<file path="src/rtl/pcmRateDetPkg.sv">
package pcmRateDetPkg;
  localparam int CODE_W    = 4;
  localparam int NUM_RATES = 9;
  // bit clocks per 8 kHz frame, index i yields code i+1
  localparam int unsigned RATE_COUNTS [NUM_RATES] = '{32, 64, 96, 128, 192, 193, 256, 386, 512};

  typedef struct packed {
    logic flush;      // detection disabled: drop all frame history
    logic restart;    // frame boundary: restart the bit counter
    logic latchPrev;  // frame evaluated: keep its count for comparison
  } ctrlStrobes_t;

  function automatic logic [CODE_W-1:0] rateCodeOf(input int unsigned cnt);
    logic [CODE_W-1:0] code;
    code = '0;
    for (int i = 0; i < NUM_RATES; i++) begin
      if (cnt == RATE_COUNTS[i]) code = CODE_W'(i + 1);
    end
    return code;
  endfunction
endpackage

</file>
<file path="src/rtl/pcmRateSync.sv">
module pcmRateSync #(
  parameter int STAGES = 2
) (
  input  logic clk,
  input  logic rstN,
  input  logic din,
  output logic rise
);
  logic [STAGES:0] pipe;

  always_ff @(posedge clk or negedge rstN) begin
    if (!rstN) pipe <= '0;
    else       pipe <= {pipe[STAGES-1:0], din};
  end

  assign rise = pipe[STAGES-1] & ~pipe[STAGES];
endmodule

</file>
<file path="src/rtl/pcmRateDatapath.sv">
module pcmRateDatapath
  import pcmRateDetPkg::*;
#(
  parameter int CNT_W       = 10,
  parameter int SYNC_STAGES = 2
) (
  input  logic              clk,
  input  logic              rstN,
  input  logic              pcmClk,
  input  logic              frameSync,
  input  ctrlStrobes_t      st,
  output logic              fsRise,
  output logic [CODE_W-1:0] countCode,
  output logic              sameCount,
  output logic              prevValid
);
  localparam logic [CNT_W-1:0] CNT_MAX = '1;

  logic             bitRise;
  logic [CNT_W-1:0] bitCnt;
  logic [CNT_W-1:0] prevCnt;

  pcmRateSync #(.STAGES(SYNC_STAGES)) bitSync_i (
    .clk(clk), .rstN(rstN), .din(pcmClk), .rise(bitRise));
  pcmRateSync #(.STAGES(SYNC_STAGES)) fsSync_i (
    .clk(clk), .rstN(rstN), .din(frameSync), .rise(fsRise));

  // bit clocks seen since the last frame-sync edge, saturating
  always_ff @(posedge clk or negedge rstN) begin
    if (!rstN)                            bitCnt <= '0;
    else if (st.flush)                    bitCnt <= '0;
    else if (st.restart)                  bitCnt <= bitRise ? CNT_W'(1) : '0;
    else if (bitRise && bitCnt != CNT_MAX) bitCnt <= bitCnt + 1'b1;
  end

  always_ff @(posedge clk or negedge rstN) begin
    if (!rstN) begin
      prevCnt   <= '0;
      prevValid <= 1'b0;
    end else if (st.flush) begin
      prevValid <= 1'b0;
    end else if (st.latchPrev) begin
      prevCnt   <= bitCnt;
      prevValid <= 1'b1;
    end
  end

  assign countCode = rateCodeOf(32'(bitCnt));
  assign sameCount = prevValid && (bitCnt == prevCnt);


  no_overflow_chk: assert property (@(posedge clk) disable iff (!rstN)
    (bitCnt == CNT_MAX) && !st.restart && !st.flush |=> bitCnt == CNT_MAX);

  prev_hold_chk: assert property (@(posedge clk) disable iff (!rstN)
    !st.latchPrev && !st.flush |=> $stable(prevCnt));
endmodule

</file>
<file path="src/rtl/pcmRateCtrl.sv">
module pcmRateCtrl
  import pcmRateDetPkg::*;
#(
  parameter int LOCK_FRAMES = 3
) (
  input  logic              clk,
  input  logic              rstN,
  input  logic              detectEn,
  input  logic              swWrEn,
  input  logic [CODE_W-1:0] swCode,
  input  logic              fsRise,
  input  logic [CODE_W-1:0] countCode,
  input  logic              sameCount,
  input  logic              prevValid,
  output ctrlStrobes_t      st,
  output logic [CODE_W-1:0] rateCode,
  output logic              rateLocked,
  output logic              rateMismatch
);
  localparam int AGREE_W = $clog2(LOCK_FRAMES + 1);
  localparam logic [AGREE_W-1:0] LOCK_CNT = AGREE_W'(LOCK_FRAMES);

  logic               armed;
  logic [AGREE_W-1:0] agree;
  logic [AGREE_W-1:0] agreeNext;
  logic               evalNow;
  logic               recognized;

  assign evalNow    = detectEn && fsRise && armed;
  assign recognized = (countCode != '0);

  always_comb begin
    if (recognized && sameCount)
      agreeNext = (agree >= LOCK_CNT) ? LOCK_CNT : agree + 1'b1;
    else
      agreeNext = recognized ? AGREE_W'(1) : '0;
  end

  always_comb begin
    st.flush     = !detectEn;
    st.restart   = detectEn && fsRise;
    st.latchPrev = evalNow;
  end

  always_ff @(posedge clk or negedge rstN) begin
    if (!rstN) begin
      armed        <= 1'b0;
      agree        <= '0;
      rateLocked   <= 1'b0;
      rateMismatch <= 1'b0;
      rateCode     <= '0;
    end else if (!detectEn) begin
      armed        <= 1'b0;
      agree        <= '0;
      rateLocked   <= 1'b0;
      rateMismatch <= 1'b0;
      if (swWrEn) rateCode <= swCode;
    end else if (fsRise) begin
      if (!armed) begin
        armed <= 1'b1;
      end else begin
        agree        <= agreeNext;
        rateLocked   <= (agreeNext >= LOCK_CNT);
        rateCode     <= (agreeNext >= LOCK_CNT) ? countCode : '0;
        rateMismatch <= !recognized || (prevValid && !sameCount);
      end
    end
  end


  locked_has_code_chk: assert property (@(posedge clk) disable iff (!rstN)
    rateLocked |-> rateCode != '0);

  disabled_idle_chk: assert property (@(posedge clk) disable iff (!rstN)
    !detectEn |=> !rateLocked && !rateMismatch);

  sw_write_ignored_chk: assert property (@(posedge clk) disable iff (!rstN)
    detectEn && swWrEn && !fsRise |=> $stable(rateCode));

  arm_no_eval_chk: assert property (@(posedge clk) disable iff (!rstN)
    detectEn && fsRise && !armed |=> !rateLocked && $stable(rateCode) && $stable(rateMismatch));

  mismatch_hold_chk: assert property (@(posedge clk) disable iff (!rstN)
    detectEn && !fsRise |=> $stable(rateMismatch));
endmodule

</file>
<file path="src/rtl/pcmRateDetect.sv">
module pcmRateDetect
  import pcmRateDetPkg::*;
#(
  parameter int CNT_W       = 10,
  parameter int SYNC_STAGES = 2,
  parameter int LOCK_FRAMES = 3
) (
  input  logic       clk,
  input  logic       rstN,
  input  logic       pcmClk,
  input  logic       frameSync,
  input  logic       detectEn,
  input  logic       swWrEn,
  input  logic [3:0] swCode,
  output logic [3:0] rateCode,
  output logic       rateLocked,
  output logic       rateMismatch
);
  ctrlStrobes_t      st;
  logic              fsRise;
  logic [CODE_W-1:0] countCode;
  logic              sameCount;
  logic              prevValid;

  pcmRateDatapath #(.CNT_W(CNT_W), .SYNC_STAGES(SYNC_STAGES)) dp_i (
    .clk(clk), .rstN(rstN), .pcmClk(pcmClk), .frameSync(frameSync), .st(st),
    .fsRise(fsRise), .countCode(countCode), .sameCount(sameCount), .prevValid(prevValid));

  pcmRateCtrl #(.LOCK_FRAMES(LOCK_FRAMES)) ctrl_i (
    .clk(clk), .rstN(rstN), .detectEn(detectEn), .swWrEn(swWrEn), .swCode(swCode),
    .fsRise(fsRise), .countCode(countCode), .sameCount(sameCount), .prevValid(prevValid),
    .st(st), .rateCode(rateCode), .rateLocked(rateLocked), .rateMismatch(rateMismatch));
endmodule

</file>
<file path="config.mk">
export PLATFORM = sky130hd
export DESIGN_NAME = pcmRateDetect
export DESIGN_NICKNAME = d
export VERILOG_FILES = /design/src/rtl/pcmRateDetPkg.sv /design/src/rtl/pcmRateSync.sv /design/src/rtl/pcmRateDatapath.sv /design/src/rtl/pcmRateCtrl.sv /design/src/rtl/pcmRateDetect.sv
export SDC_FILE = /design/constraint.sdc
export NUM_CORES = 1
export LEC_CHECK = 0
export ABC_AREA = 0
export CORE_MARGIN = 10
export CORE_UTILIZATION = 39
export DETAILED_ROUTE_END_ITERATION = 8
export PLACE_DENSITY = 0.61
export SLEW_MARGIN = 40
export SYNTH_ARGS = -nofsm -noshare
export SYNTH_HDL_FRONTEND = slang
export SYNTH_SLANG_ARGS = --single-unit
</file>
<file path="constraint.sdc">
create_clock -name clk -period 3.1 [get_ports clk]
set_input_delay 0.775 -clock clk [delete_from_list [all_inputs] [get_ports clk]]
set_output_delay 0.775 -clock clk [all_outputs]
set_load 0.05 [all_outputs]
</file>
==> impl_metrics.env <==
export IMPL_yosys_mux_area_fraction=0.0571
export IMPL_cts_hold_buf=0
export IMPL_grt_pass1_wl_um=6720
export IMPL_clkLatencyLatePin_ns=0.29
export IMPL_synth_simple_gate_area_share=0.215
export IMPL_slew_headroom=0.504
export IMPL_antenna_left=0
export IMPL_tns_ns=0
export IMPL_routedWlPerCell_um=14.8
export IMPL_syn_to_final_growth_pct=14.3
export IMPL_ys_ff_latch=36
export IMPL_dpl_hpwl_um=2760
export IMPL_preCtsSetupSlack_ns=0.554
export IMPL_ios=16
export IMPL_seq_area_frac_synth=0.467
export IMPL_grt_antenna_before_repair=0
export IMPL_core_rowCount=25
export IMPL_worstSetupStartpointType="primary input"
export IMPL_synth_edff_count=0
export IMPL_worst_slack_ns=0.866
export IMPL_gr_usage_all_layers=0.0998
export IMPL_setup_viol=0
export IMPL_ys_flop_type="dfrtp_1"
export IMPL_drc=0
export IMPL_peakVddDrop_mv=0.175
export IMPL_r2r_end="ctrl_i.rateMismatch"
export IMPL_initial_core_util=0.406
export IMPL_synth_area_leaders="dfrtp_1 (47%), xor2_1 (6.8%), mux2_2 (4.7%), a21oi_1 (2.6%), ha_1 (2.6%)"
export IMPL_period_minus_slack_ns=2.23
export IMPL_fin_util=0.464
export IMPL_power_density_mw_per_mm2=454
export IMPL_cp_max_fo=9
export IMPL_ys_warn_count=0
export IMPL_dieArea_sq_mm=0.00816
export IMPL_fin_crit_sh=0.721
export IMPL_startpoint="detectEn"
export IMPL_power_leakage_nw=1.02
export IMPL_end_kind="flip-flop"
export IMPL_synth_cells=185
export IMPL_place_gp_congestion=0.819
export IMPL_nets=208
export IMPL_rrSetupSlack_ns=0.87
export IMPL_yosysTopAreaCell="dfrtp_1"
export IMPL_overflow=0
export IMPL_vias=1373
export IMPL_die_h_um=90.3
export IMPL_dr_pass1_iters=7
export IMPL_hold_violations=0
export IMPL_crit_type="primary input to flip-flop"
export IMPL_cts_tree="done"
export IMPL_synthAdderAreaFrac=0.0259
export IMPL_required_ns=3.28
export IMPL_drt_iter0_markers=102
export IMPL_clk_transition_reported_paths_ns=0.07
export IMPL_fin_skew_ns=0.00553
export IMPL_wirelength_um=3880
export IMPL_hold_end="dp_i.fsSync_i.pipe[1]"
export IMPL_rsz0062_at_grt="no"
export IMPL_cts_repair_resized=0
export IMPL_die_x_um=90.3
export IMPL_synth_top_area_share=0.467
export IMPL_slew_violations=0
export IMPL_syn_num_nets=199
export IMPL_avgSynthCellArea_sq_um=10.4
export IMPL_arrival_ns=2.41
export IMPL_ctsHtreeMaxLevel=2
export IMPL_hp_class="flip-flop to flip-flop"
export IMPL_tightestPinTransition_ns=0.738
export IMPL_cts_buffers=5
export IMPL_synth_compound_area_frac=0.113
export IMPL_yosys_top_cells_count="dfrtp_1 (36), xor2_1 (15), nor2_1 (12)"
export IMPL_port_buffers=15
export IMPL_clkSinkCount=36
export IMPL_worstHoldStart="dp_i.fsSync_i.pipe[0]"
export IMPL_cts_buffer_depth=2
export IMPL_coreArea_sq_mm=0.00475
export IMPL_fmax_ghz=0.448
export IMPL_synthesis_area_sq_mm=0.00193
export IMPL_reg2reg_from="dp_i.bitCnt[1]"
export IMPL_outcome="complete, no violations"
export IMPL_synth_xor_xnor_area_share=0.0772
export IMPL_cts_setup_buffers=0
export IMPL_cts_root_buf="clkbuf_8"
export IMPL_synth_async_sr_flop_share=1.00
export IMPL_grt_pass1_vias=1368
export IMPL_ys_types=47
export IMPL_holdPathStages=0
export IMPL_r2r_cells=7
export IMPL_synth_top_family_by_area="simple AND/OR/NAND/NOR gates"
export IMPL_n_antenna_cell=0
export IMPL_layout_drive_gt1_share=0.113
export IMPL_maxCapViolCount=0
export IMPL_yosysMostFrequentCell="dfrtp_1"
export IMPL_viasPerCell=5.24
export IMPL_grt_max_degree=37
## flip-flops by register name, summed over array words and instances, names as in the netlist, 2 cells and up
register	cells
dp_i.bitCnt	10
dp_i.prevCnt	10
ctrl_i.rateCode	4
dp_i.bitSync_i.pipe	3
dp_i.fsSync_i.pipe	3
ctrl_i.agree	2
## worst max path at each step
stage / end / cells past startpoint
after floorplan: ctrl_i.rateMismatch / 7
after global placement: ctrl_i.rateCode[0] / 3
after detailed placement: ctrl_i.rateCode[0] / 3
after CTS: rateLocked / 1
after global routing: ctrl_i.rateCode[3] / 5
final: ctrl_i.rateCode[0] / 3
## metal layers
| metal | vias to the layer above | GRT usage | part of all wire |
|---|---|---|---|
| met1 | 650 | 0.128 | 0.49 |
| met3 | 5 | 0.0291 | 0.046 |
| met2 | 41 | 0.146 | 0.45 |
| met5 | - | 0 | 0 |
| li1 | 677 | - | - |
| met4 | 0 | 0.0570 | 0.017 |
## cell type report
cell class | instances | area, sq um
well taps | 67 | 83.8
fillers | 459 | 2550
multi-input cells | 131 | 942
flip-flops and latches | 36 | 901
clock buffers | 6 | 72.6
repair buffers | 16 | 155
clock inverters | 2 | 35.0
inverters | 4 | 15.0
## through the flow
step,cell area [sq um],hold WS (ns),power [mW],instances
floorplan,1930,0.331,0.563,185
global placement,2090,0.333,0.605,254
global route,2200,0.360,1.04,262
detailed placement,2090,0.335,0.607,254
CTS,2200,0.352,1.02,262
finish,2200,0.350,1.00,262
## power by group
part / internal, mW / switching [mW] / total [mW]
Clock: 0.239 / 0.167 / 0.405
Combinational: 0.0397 / 0.0629 / 0.103
Sequential: 0.485 / 0.00904 / 0.494
## critical path, cell delays in order
cell,delay (ns)
clkdlybuf4s50_1,0.67
mux2i_1,0.57
mux2_2,0.40
## kinds of logic after synthesis
group                    after synthesis
AO/OA/AOI/OAI                         35
XOR/XNOR                              17
adder cells (fa/ha/maj)                4
buffers and inverters                 18
flip-flops                            36
multiplexers                          10
AND/OR/NAND/NOR                       65
## cells in the final DEF, fill, tap and decap left out, drive strengths merged, types with 3 or more instances in the layout
cell type      netlist  layout
nand4                7       7
ha                   4       4
clkbuf               5       6
nand2                8       8
a31oi                3       3
and3                 5       5
nor2b                5       5
a21oi               10      10
nor2                12      12
inv                  4       4
o21ai                9       9
nor3b                4       4
mux2                 8       8
nor4                 3       3
clkdlybuf4s50        0      14
xor2                15      15
dfrtp               36      36
nand3                6       6
No activity file was read; power rests on OpenSTA's default activity.
